===== config.mk =====
export PLATFORM = sky130hd
export DESIGN_NAME = mac_accum_unit
export DESIGN_NICKNAME = d
export VERILOG_FILES = /design/src/rtl/mac_pkg.sv /design/src/rtl/mac_mul.sv /design/src/rtl/mac_seq.sv /design/src/rtl/mac_datapath.sv /design/src/rtl/mac_accum_unit.sv
export SDC_FILE = /design/constraint.sdc
export NUM_CORES = 2
export LEC_CHECK = 0
export ABC_CLOCK_PERIOD_IN_PS = 10600
export BUFFER_PORTS_ARGS = -buffer_cell sky130_fd_sc_hd__buf_2
export CORE_AREA = 4 4 289 291
export CTS_CLUSTER_DIAMETER = 40
export CTS_CLUSTER_SIZE = 10
export DETAILED_ROUTE_END_ITERATION = 16
export DIE_AREA = 0 0 293 295
export HOLD_SLACK_MARGIN = 0.05
export SLEW_MARGIN = 20
export SYNTH_ARGS = -nofsm -noshare
export SYNTH_HDL_FRONTEND = slang
export SYNTH_SLANG_ARGS = --single-unit

===== constraint.sdc =====
create_clock -name clk -period 10.6 [get_ports clk]
set_clock_uncertainty 0.1 [all_clocks]
set_input_delay 1.59 -clock clk [delete_from_list [all_inputs] [get_ports clk]]
set_output_delay 1.59 -clock clk [all_outputs]
set_load 0.005 [all_outputs]

===== src/rtl/mac_pkg.sv =====
package mac_pkg;

    typedef enum logic [2:0] {
        OP_CLEAR   = 3'd0,
        OP_LOAD32  = 3'd1,
        OP_LOAD48  = 3'd2,
        OP_STORE32 = 3'd3,
        OP_STORE48 = 3'd4,
        OP_MAC     = 3'd5,
        OP_DOT     = 3'd6,
        OP_RSVD    = 3'd7
    } mac_op_e;

    typedef enum logic [2:0] {
        S_IDLE    = 3'd0,
        S_CLEAR   = 3'd1,
        S_LOAD32  = 3'd2,
        S_LOAD48  = 3'd3,
        S_STORE32 = 3'd4,
        S_STORE48 = 3'd5,
        S_MAC     = 3'd6,
        S_DOT     = 3'd7
    } mac_state_e;

endpackage


===== src/rtl/mac_mul.sv =====
module mac_mul #(
    parameter int W = 24
) (
    input  logic signed [W-1:0]   mul_a,
    input  logic signed [W-1:0]   mul_b,
    output logic signed [2*W-1:0] mul_p
);
    assign mul_p = mul_a * mul_b;
endmodule


===== src/rtl/mac_seq.sv =====
module mac_seq
    import mac_pkg::*;
#(
    parameter int LAT_CLEAR = 4,
    parameter int LAT_LOAD  = 9,
    parameter int LAT_ST32  = 7,
    parameter int LAT_ST48  = 11,
    parameter int LAT_MAC   = 8,
    parameter int LANES     = 3,
    parameter int SEL_W     = 2
) (
    input  logic             clk,
    input  logic             rst_n,
    input  logic             cmd_valid,
    input  logic [2:0]       cmd_op,
    output mac_state_e       state,
    output logic             busy,
    output logic             done,
    output logic             accept,
    output logic             commit,
    output logic [SEL_W-1:0] step_sel
);
    localparam int STEP_CYC = 2;
    localparam int LAT_DOT  = LANES * STEP_CYC;
    localparam int MAX_LAT  = (LAT_ST48 > LAT_LOAD) ? LAT_ST48 : LAT_LOAD;
    localparam int CNT_W    = $clog2(MAX_LAT + 1);
    localparam logic [CNT_W-1:0] DOT_LAST = CNT_W'(LAT_DOT - 1);

    mac_state_e       state_q, state_d;
    logic [CNT_W-1:0] cnt_q, cnt_d;
    logic [CNT_W-1:0] elapsed;

    // state register
    always_ff @(posedge clk or negedge rst_n) begin
        if (!rst_n) begin
            state_q <= S_IDLE;
            cnt_q   <= '0;
        end else begin
            state_q <= state_d;
            cnt_q   <= cnt_d;
        end
    end

    // transitions: accept, stay, finish
    always_comb begin
        state_d = state_q;
        cnt_d   = cnt_q;
        unique case (state_q)
            S_IDLE: begin
                if (cmd_valid) begin
                    unique case (mac_op_e'(cmd_op))
                        OP_CLEAR:   begin state_d = S_CLEAR;   cnt_d = CNT_W'(LAT_CLEAR - 1); end
                        OP_LOAD32:  begin state_d = S_LOAD32;  cnt_d = CNT_W'(LAT_LOAD - 1);  end
                        OP_LOAD48:  begin state_d = S_LOAD48;  cnt_d = CNT_W'(LAT_LOAD - 1);  end
                        OP_STORE32: begin state_d = S_STORE32; cnt_d = CNT_W'(LAT_ST32 - 1);  end
                        OP_STORE48: begin state_d = S_STORE48; cnt_d = CNT_W'(LAT_ST48 - 1);  end
                        OP_MAC:     begin state_d = S_MAC;     cnt_d = CNT_W'(LAT_MAC - 1);   end
                        OP_DOT:     begin state_d = S_DOT;     cnt_d = DOT_LAST;              end
                        OP_RSVD:    begin state_d = S_IDLE;                                   end
                    endcase
                end
            end
            S_CLEAR, S_LOAD32, S_LOAD48, S_STORE32, S_STORE48, S_MAC, S_DOT: begin
                if (cnt_q == '0) begin
                    state_d = S_IDLE;
                end else begin
                    cnt_d = cnt_q - 1'b1;
                end
            end
        endcase
    end

    // outputs
    always_comb begin
        state    = state_q;
        busy     = (state_q != S_IDLE);
        done     = busy && (cnt_q == '0);
        accept   = (state_q == S_IDLE) && cmd_valid && (mac_op_e'(cmd_op) != OP_RSVD);
        elapsed  = DOT_LAST - cnt_q;
        step_sel = SEL_W'(elapsed >> 1);
        unique case (state_q)
            S_IDLE:  commit = 1'b0;
            S_DOT:   commit = elapsed[0];
            default: commit = (cnt_q == '0);
        endcase
    end

endmodule


===== src/rtl/mac_datapath.sv =====
module mac_datapath
    import mac_pkg::*;
#(
    parameter int MUL_W  = 24,
    parameter int OPND_W = 32,
    parameter int LANE_W = 16,
    parameter int LANES  = 3,
    parameter int SEL_W  = 2
) (
    input  logic                    clk,
    input  logic                    rst_n,
    input  mac_state_e              state,
    input  logic                    accept,
    input  logic                    commit,
    input  logic [SEL_W-1:0]        step_sel,
    input  logic [OPND_W-1:0]       opnd_a,
    input  logic [OPND_W-1:0]       opnd_b,
    input  logic [LANES*LANE_W-1:0] dot_x,
    input  logic [LANES*LANE_W-1:0] dot_y,
    input  logic [2*MUL_W-1:0]      load_data,
    output logic [2*MUL_W-1:0]      store_data,
    output logic                    ovf_flag
);
    localparam int ACC_W = 2 * MUL_W;
    localparam int VEC_W = LANES * LANE_W;

    logic [MUL_W-1:0]  lat_a, lat_b;
    logic [VEC_W-1:0]  lat_x, lat_y;
    logic [ACC_W-1:0]  lat_ld;
    logic [ACC_W-1:0]  acc_q;
    logic [LANE_W-1:0] lane_x, lane_y;
    logic [MUL_W-1:0]  mul_a, mul_b;
    logic [ACC_W-1:0]  prod;
    logic [ACC_W-1:0]  sum;
    logic              add_ovf;
    logic              unused_low;

    assign unused_low = ^{opnd_a[OPND_W-MUL_W-1:0], opnd_b[OPND_W-MUL_W-1:0]};

    always_ff @(posedge clk or negedge rst_n) begin
        if (!rst_n) begin
            lat_a  <= '0;
            lat_b  <= '0;
            lat_x  <= '0;
            lat_y  <= '0;
            lat_ld <= '0;
        end else if (accept) begin
            lat_a  <= opnd_a[OPND_W-1 -: MUL_W];
            lat_b  <= opnd_b[OPND_W-1 -: MUL_W];
            lat_x  <= dot_x;
            lat_y  <= dot_y;
            lat_ld <= load_data;
        end
    end

    always_comb begin
        lane_x = '0;
        lane_y = '0;
        for (int i = 0; i < LANES; i++) begin
            if (step_sel == SEL_W'(i)) begin
                lane_x = lat_x[i*LANE_W +: LANE_W];
                lane_y = lat_y[i*LANE_W +: LANE_W];
            end
        end
    end

    always_comb begin
        if (state == S_DOT) begin
            mul_a = {{(MUL_W-LANE_W){lane_x[LANE_W-1]}}, lane_x};
            mul_b = {{(MUL_W-LANE_W){lane_y[LANE_W-1]}}, lane_y};
        end else begin
            mul_a = lat_a;
            mul_b = lat_b;
        end
    end

    mac_mul #(.W(MUL_W)) u_mul (
        .mul_a (mul_a),
        .mul_b (mul_b),
        .mul_p (prod)
    );

    assign sum     = acc_q + prod;
    assign add_ovf = (acc_q[ACC_W-1] == prod[ACC_W-1]) && (sum[ACC_W-1] != acc_q[ACC_W-1]);

    always_ff @(posedge clk or negedge rst_n) begin
        if (!rst_n) begin
            acc_q      <= '0;
            store_data <= '0;
            ovf_flag   <= 1'b0;
        end else if (commit) begin
            unique case (state)
                S_CLEAR: begin
                    acc_q    <= '0;
                    ovf_flag <= 1'b0;
                end
                S_LOAD32: begin
                    acc_q    <= {{(ACC_W-OPND_W){lat_ld[OPND_W-1]}}, lat_ld[OPND_W-1:0]};
                    ovf_flag <= 1'b0;
                end
                S_LOAD48: begin
                    acc_q    <= lat_ld;
                    ovf_flag <= 1'b0;
                end
                S_STORE32: store_data <= {{(ACC_W-OPND_W){1'b0}}, acc_q[OPND_W-1:0]};
                S_STORE48: store_data <= acc_q;
                S_MAC, S_DOT: begin
                    acc_q    <= sum;
                    ovf_flag <= ovf_flag | add_ovf;
                end
                S_IDLE: ;
            endcase
        end
    end

endmodule


===== src/rtl/mac_accum_unit.sv =====
module mac_accum_unit
    import mac_pkg::*;
#(
    parameter int MUL_W     = 24,
    parameter int OPND_W    = 32,
    parameter int LANE_W    = 16,
    parameter int LANES     = 3,
    parameter int LAT_CLEAR = 4,
    parameter int LAT_LOAD  = 9,
    parameter int LAT_ST32  = 7,
    parameter int LAT_ST48  = 11,
    parameter int LAT_MAC   = 8
) (
    input  logic                    clk,
    input  logic                    rst_n,
    input  logic                    cmd_valid,
    input  logic [2:0]              cmd_op,
    input  logic [OPND_W-1:0]       opnd_a,
    input  logic [OPND_W-1:0]       opnd_b,
    input  logic [LANES*LANE_W-1:0] dot_x,
    input  logic [LANES*LANE_W-1:0] dot_y,
    input  logic [2*MUL_W-1:0]      load_data,
    output logic                    busy,
    output logic                    done,
    output logic [2*MUL_W-1:0]      store_data,
    output logic                    ovf_flag
);
    localparam int SEL_W = $clog2(LANES);

    mac_state_e       state;
    logic             accept;
    logic             commit;
    logic [SEL_W-1:0] step_sel;

    mac_seq #(
        .LAT_CLEAR (LAT_CLEAR),
        .LAT_LOAD  (LAT_LOAD),
        .LAT_ST32  (LAT_ST32),
        .LAT_ST48  (LAT_ST48),
        .LAT_MAC   (LAT_MAC),
        .LANES     (LANES),
        .SEL_W     (SEL_W)
    ) u_seq (
        .clk       (clk),
        .rst_n     (rst_n),
        .cmd_valid (cmd_valid),
        .cmd_op    (cmd_op),
        .state     (state),
        .busy      (busy),
        .done      (done),
        .accept    (accept),
        .commit    (commit),
        .step_sel  (step_sel)
    );

    mac_datapath #(
        .MUL_W  (MUL_W),
        .OPND_W (OPND_W),
        .LANE_W (LANE_W),
        .LANES  (LANES),
        .SEL_W  (SEL_W)
    ) u_dp (
        .clk        (clk),
        .rst_n      (rst_n),
        .state      (state),
        .accept     (accept),
        .commit     (commit),
        .step_sel   (step_sel),
        .opnd_a     (opnd_a),
        .opnd_b     (opnd_b),
        .dot_x      (dot_x),
        .dot_y      (dot_y),
        .load_data  (load_data),
        .store_data (store_data),
        .ovf_flag   (ovf_flag)
    );

endmodule


**After elaboration in Yosys (flattened, before gate mapping)**

Cells that the tools add are included.

- Word-level logic and storage cells: 79
- Output and inout bits: 51
- Bits of input ports: 214
- Bits in registers: 296

- Mux-type cells: 20
- $add $sub $neg: 3
- Equal/unequal tests: 23
- Bitwise gates (word level): 1
- Reduce and logical (&&, ||, !) cells: 21
- $mul: 1

Operator list:

| operator | count |
|---|---|
| one-hot mux 48 bit (4 select lines) | 1 |
| 2-to-1 mux 16 bit | 6 |
| one-hot mux 48 bit (2 select lines) | 1 |
| adder 48 bit | 1 |
| multiplier 24 x 24 -> 48 bit | 1 |
| 2-to-1 mux 24 bit | 2 |
| equality test 3 bit, second input constant | 8 |
| one-hot mux 3 bit (8 select lines) | 1 |
| one-hot mux 4 bit (6 select lines) | 1 |
| equality test 3 x 2 -> 1 bit, second input constant | 4 |
| 2-to-1 mux 4 bit | 2 |
| one-hot mux 4 bit (2 select lines) | 1 |
| AND reduction 2 bit | 4 |
| != test 7 bit, second input constant | 1 |
| OR reduction 7 bit | 1 |
| equality test 3 x 1 -> 1 bit, second input constant | 2 |
| zero test 3 bit | 2 |
| 2-to-1 mux 3 bit | 2 |
| one-hot mux 3 bit (2 select lines) | 1 |
| logical AND 1 bit | 4 |
| zero test 4 bit | 1 |
| != test 2 bit, second input constant | 2 |
| one-hot mux 1 bit (2 select lines) | 2 |
| nonzero test 2 bit | 2 |
| 15 further kinds | 16 |

**Logic depth before layout (Yosys ltp)**

- Depth in word-level cells: 12
- Gate-level depth with buffers: 47
- Mapped depth without buffers: 43

**Modules after synthesis**

A second synthesis with hierarchy kept.

- Cell total of the unflattened synthesis: 3710
- Area total of the unflattened synthesis: 36465.0 um2

By module, submodules not included:

| module | area an instance (um2) | sequential area each (um2) | cells each | times used |
|---|---|---|---|---|
| mac_mul | 21058.9 | 0.0 | 2279 | 1 |
| mac_datapath | 14855.5 | 7231.9 | 1367 | 1 |
| mac_seq | 550.5 | 175.2 | 64 | 1 |

**Least setup slack after synthesis**

OpenSTA, ideal clock, no wires.

- Kind: reg2reg
- From: register u_seq.state_q[2] (netlist: u_seq.state[2])
- To: register u_dp.acc_q[47]
- Period minus slack after synthesis: 10.276 ns
- Arrival time: 10.040 ns
- Slack: 0.324 ns
- Library setup time: 0.136 ns
- Cell stages (with the launch flop): 46
- Cell sequence: dfrtp_1 clkbuf_1 and2_1 clkbuf_1 nand2_1 clkbuf_1 buf_1 nand2_1 o21ai_1 clkbuf_1 nand2_1 fa_1 fa_1 fa_1 inv_1 fa_1 inv_1 fa_1 [10 not listed] o311ai_1 nand2_1 a21boi_1 nor3b_1 o221ai_1 xnor2_1 ha_1 clkbuf_1 a21oi_1 o21a_1 a2bb2oi_1 nand2_1 a21oi_1 a31oi_1 a41oi_1 nand2_1 xnor3_1 o221ai_2

- Cells in the longest elaborated chain, start to end: 5

RTL lines:

| item | line | text |
|---|---|---|
| start, declared | mac_seq.sv:29 | `mac_state_e state_q, state_d;` |
| start signal, assigned | mac_seq.sv:39 | `state_q <= state_d;` |
| equality test 3 bit | mac_seq.sv:81, mac_datapath.sv:68, mac_datapath.sv:92 |  |
| 2-to-1 mux 24 bit | mac_datapath.sv:68 | `if (state == S_DOT) begin` |
| multiplier 24 x 24 -> 48 bit | mac_mul.sv:8 | `assign mul_p = mul_a * mul_b;` |
| adder 48 bit | mac_datapath.sv:83 | `assign sum = acc_q + prod;` |
| one-hot mux 48 bit (4 select lines) | mac_datapath.sv:92 | `unique case (state)` |
| end signal, assigned | mac_datapath.sv:98 | `acc_q <= {{(ACC_W-OPND_W){lat_ld[OPND_W-1]}}, lat_ld[OPND_W-1:0]};` |
| end signal, assigned | mac_datapath.sv:102 | `acc_q <= lat_ld;` |
| end signal, assigned | mac_datapath.sv:108 | `acc_q <= sum;` |
| end, declared | mac_datapath.sv:30 | `logic [ACC_W-1:0] acc_q;` |

Several ways; a longest one is shown, not always the timed one.
A chain may end at the register's enable or synchronous reset.

**Worst setup path in the final report**

- From: register u_seq.cnt_q[2]
- To: register u_dp.ovf_flag

- Cells in the longest elaborated chain, start to end: 12

RTL lines:

| item | line | text |
|---|---|---|
| start, declared | mac_seq.sv:30 | `logic [CNT_W-1:0] cnt_q, cnt_d;` |
| start signal, assigned | mac_seq.sv:40 | `cnt_q <= cnt_d;` |
| subtractor 3 bit | mac_seq.sv:79 | `elapsed = DOT_LAST - cnt_q;` |
| zero test 2 bit | mac_datapath.sv:60 | `if (step_sel == SEL_W'(i)) begin` |
| 2-to-1 mux 16 bit (3 in a row) | mac_datapath.sv:60 |  |
| 2-to-1 mux 24 bit | mac_datapath.sv:68 |  |
| multiplier 24 x 24 -> 48 bit | mac_mul.sv:8 |  |
| adder 48 bit | mac_datapath.sv:83 |  |
| != test 1 bit | mac_datapath.sv:84 | `assign add_ovf = (acc_q[ACC_W-1] == prod[ACC_W-1]) && (sum[ACC_W-1] != acc_q[ACC_W-1]);` |
| logical AND 1 bit | mac_datapath.sv:84 |  |
| bitwise OR 1 bit | mac_datapath.sv:109 | `ovf_flag <= ovf_flag \| add_ovf;` |
| one-hot mux 1 bit (2 select lines) | mac_datapath.sv:92 |  |
| end signal, assigned | mac_datapath.sv:109 |  |
| end, declared | mac_datapath.sv:22 | `output logic ovf_flag` |

Several ways; a longest one is shown, not always the timed one.

==> impl_results.md <==
- Dpl cells: 5221
- Seq/Total Area, Yosys: 20.5%
- Clk_lat worst skew: 0.60 ns
- CTS sink count: 296
- Primary FF master, synth: dfrtp_1
- Starting Density: 44.9%
- Top cells by count, synth: inv_1, fa_1, nand2_1
- Gr usage total: 26.4%
- Most common cell in the netlist: inv_1
- DR WL/cell: 20.9 microns
- Root Buffer: clkbuf_16
- Max cap viols: 0
- Crit start category: register
- Syn nets: 4769
- Critical path buffer and inverter count: 7
- Syn avg cell area: 9.62 sq um
- WL final: 111 mm
- I/O Pins: 265
- Port Buffers: 248
- Largest net degree at the start of global routing: 88
- Post-DP HPWL: 93.0 mm
- CP required: 10.95 ns
- Max-slew violations: 0
- Critical path class: register to register
- Final worst path period share: 97.1%
- Worst r2r src: u_seq.cnt_q[2]$_DFFE_PN0P_
- # hold bufs at CTS: 0
- Slowest stage delay, CP: 0.64 ns
- Highest net fanout along the worst path: 15
- Worst slew margin: 27.4%
- Vias: 28200
- Clk buf depth: 3
- Via/cell ratio: 5.30
- Synth unique cells: 83
- Worst Slack Setup Final: 0.309 ns
- Die Area: 86400 sq um
- H-tree levels: 2
- First drt pass iteration count: 7
- Clock transition at path regs: 0.05 ns
- Post-DRT Antenna Nets: 0
- Initial antenna violation count: 23
- Top delay family on crit path: adder cells
- GPL Wtd Cong: 0.950
- Number of global-route vias before repair: 29400
- Post-synth EDFFs: 0
- Initial DRC Count: 2026
- Num rows: 104
- Synth Cell Area: 36200 sq um
- Nets: 5230
- Layout area overhead: 18.7%
- Slowest cell on crit path: fa_1
- Ys async rst share: 100%
- Synth Instances: 3761
- Core area: 80500 sq um
- Worst EP arrival: 10.64 ns
- Status: complete, no violations
- Layout cells sized above 1: 22.9%
- Syn. warnings: 0
- Global-route wire length before repair: 176 mm
- Final Hold Violating Endpoints: 0
- Synth top area cells: fa_1, dfrtp_1, mux2_2
- CTS tree: yes
- DIE WIDTH: 293 microns
- Die height: 295 microns
- Max Fclk: 97.2 MHz
- Worst Hold Launch: u_dp.store_data[39]$_DFFE_PN0P_
- Post-Place Worst Slack: 0.0944 ns
- TritonCTS Buffers: 48
- Area leader, netlist: fa_1
- Slew @ Worst Pin: 1.08 ns
- Crit. Startpoint: u_seq.cnt_q[2]$_DFFE_PN0P_
- Final Util: 53.4%
- Crit end category: register
- Worst Hold Class: register to register
- Post-Layout Cell Count: 5327
- Remaining global-route overflow: 0
- DR DRC count: 0
- Final setup vio count: 0
- Post-synthesis register bit count: 296
- Top cell by count, worst path: fa_1
- Crit path time final: 10.29 ns
- Top cell type's share of synthesized area: 33.7%
stage by stage:
| step | cell area (sq um) | setup TNS (ns) | hold WS, ns |
|---|---|---|---|
| after floorplan | 36200 | 0 | 0.367 |
| final | 43000 | 0 | 0.377 |
| after global routing | 42900 | -0.0568 | 0.414 |
| after detailed placement | 41000 | 0 | 0.369 |
| after global placement | 41000 | 0 | 0.360 |
| after CTS | 42700 | 0 | 0.380 |
cells by family (layout without fill, tap and decap cells):
kind of cell             Yosys count  in the layout  synth area share, %
buffers and inverters            825           1320                 8.56
AND/OR/NAND/NOR                  985            985                 11.3
other                              0             11                    0
multiplexers                     283            283                 8.62
XOR/XNOR                          94             94                 2.33
adder cells (fa/ha/maj)          794            794                 40.1
AO/OA/AOI/OAI                    484            484                 8.62
flip-flops                       296            296                 20.5
final cells by class:
type                       count  area (sq um)
antenna                       11          27.5
timing repair buffer         593          4140
multi-input combinational   2640         25900
tap                         1060          1330
fill                        7275         37600
clock buffer                  56          1290
sequential                   296          7410
clock inverter                28           443
inverter                     643          2410
repair_timing:
action	CTS	global route
setup endpoints to repair	0	18
gates resized for setup	0	38
buffers inserted	0	10
layer usage:
metal,GRT usage (%),vias to the layer above,wire [microns]
met4,5.61,22,2490
met5,0,-,143
met2,41.6,937,51000
met1,37.2,14300,48000
li1,-,12800,-
met3,6.68,165,9810
cell usage in the layout (no fill, tap or decap), types with 16 or more instances in the layout:
cell type  count
a21o_1        44
a21oi_1      116
a22o_1        21
and3_1        19
buf_12        23
buf_2        248
buf_4        318
clkbuf_16     48
dfrtp_1      295
fa_1         608
ha_1         185
inv_1        641
mux2_2       229
mux2i_1       51
nand2_1      444
nand2b_1      36
nand3_1       22
nand4_1       16
nor2_1       364
nor3_1        21
o21a_1        32
o21ai_0      115
xnor2_1       62
xor2_1        29
worst paths after layout:
check / endpoint / slack, ns / cells after the start
max in group asynchronous: u_dp.lat_a[10]$_DFFE_PN0P_ / 8.00 / 2
max reg2reg: u_dp.ovf_flag$_DFFE_PN0P_ / 0.31 / 40
min reg2reg: u_dp.store_data[39]$_DFFE_PN0P_ / 0.38 / 2
max: u_dp.ovf_flag$_DFFE_PN0P_ / 0.31 / 40
min in group asynchronous: u_dp.store_data[41]$_DFFE_PN0P_ / 0.89 / 1
min: u_dp.store_data[39]$_DFFE_PN0P_ / 0.38 / 2
flip-flops by register name, summed over array words and instances (netlist names):
register         count
u_dp.store_data     48
u_seq.cnt_q          4
u_dp.ovf_flag        1
u_dp.lat_b          24
u_dp.lat_y          48
u_seq.state          3
u_dp.lat_ld         48
u_dp.acc_q          48
u_dp.lat_a          24
u_dp.lat_x          48
tightest hold or removal path, delay by kind of cell, from the launching register on:
kind	cells	cell delay (ns)
DFF	1	0.34
and+or+nand+nor	1	0.05
AOI/OAI and AO/OA	1	0.06
Power is left out: the tool's default activity adds up to more than one toggle a clock period on the data nets, which glitch-free logic cannot reach.
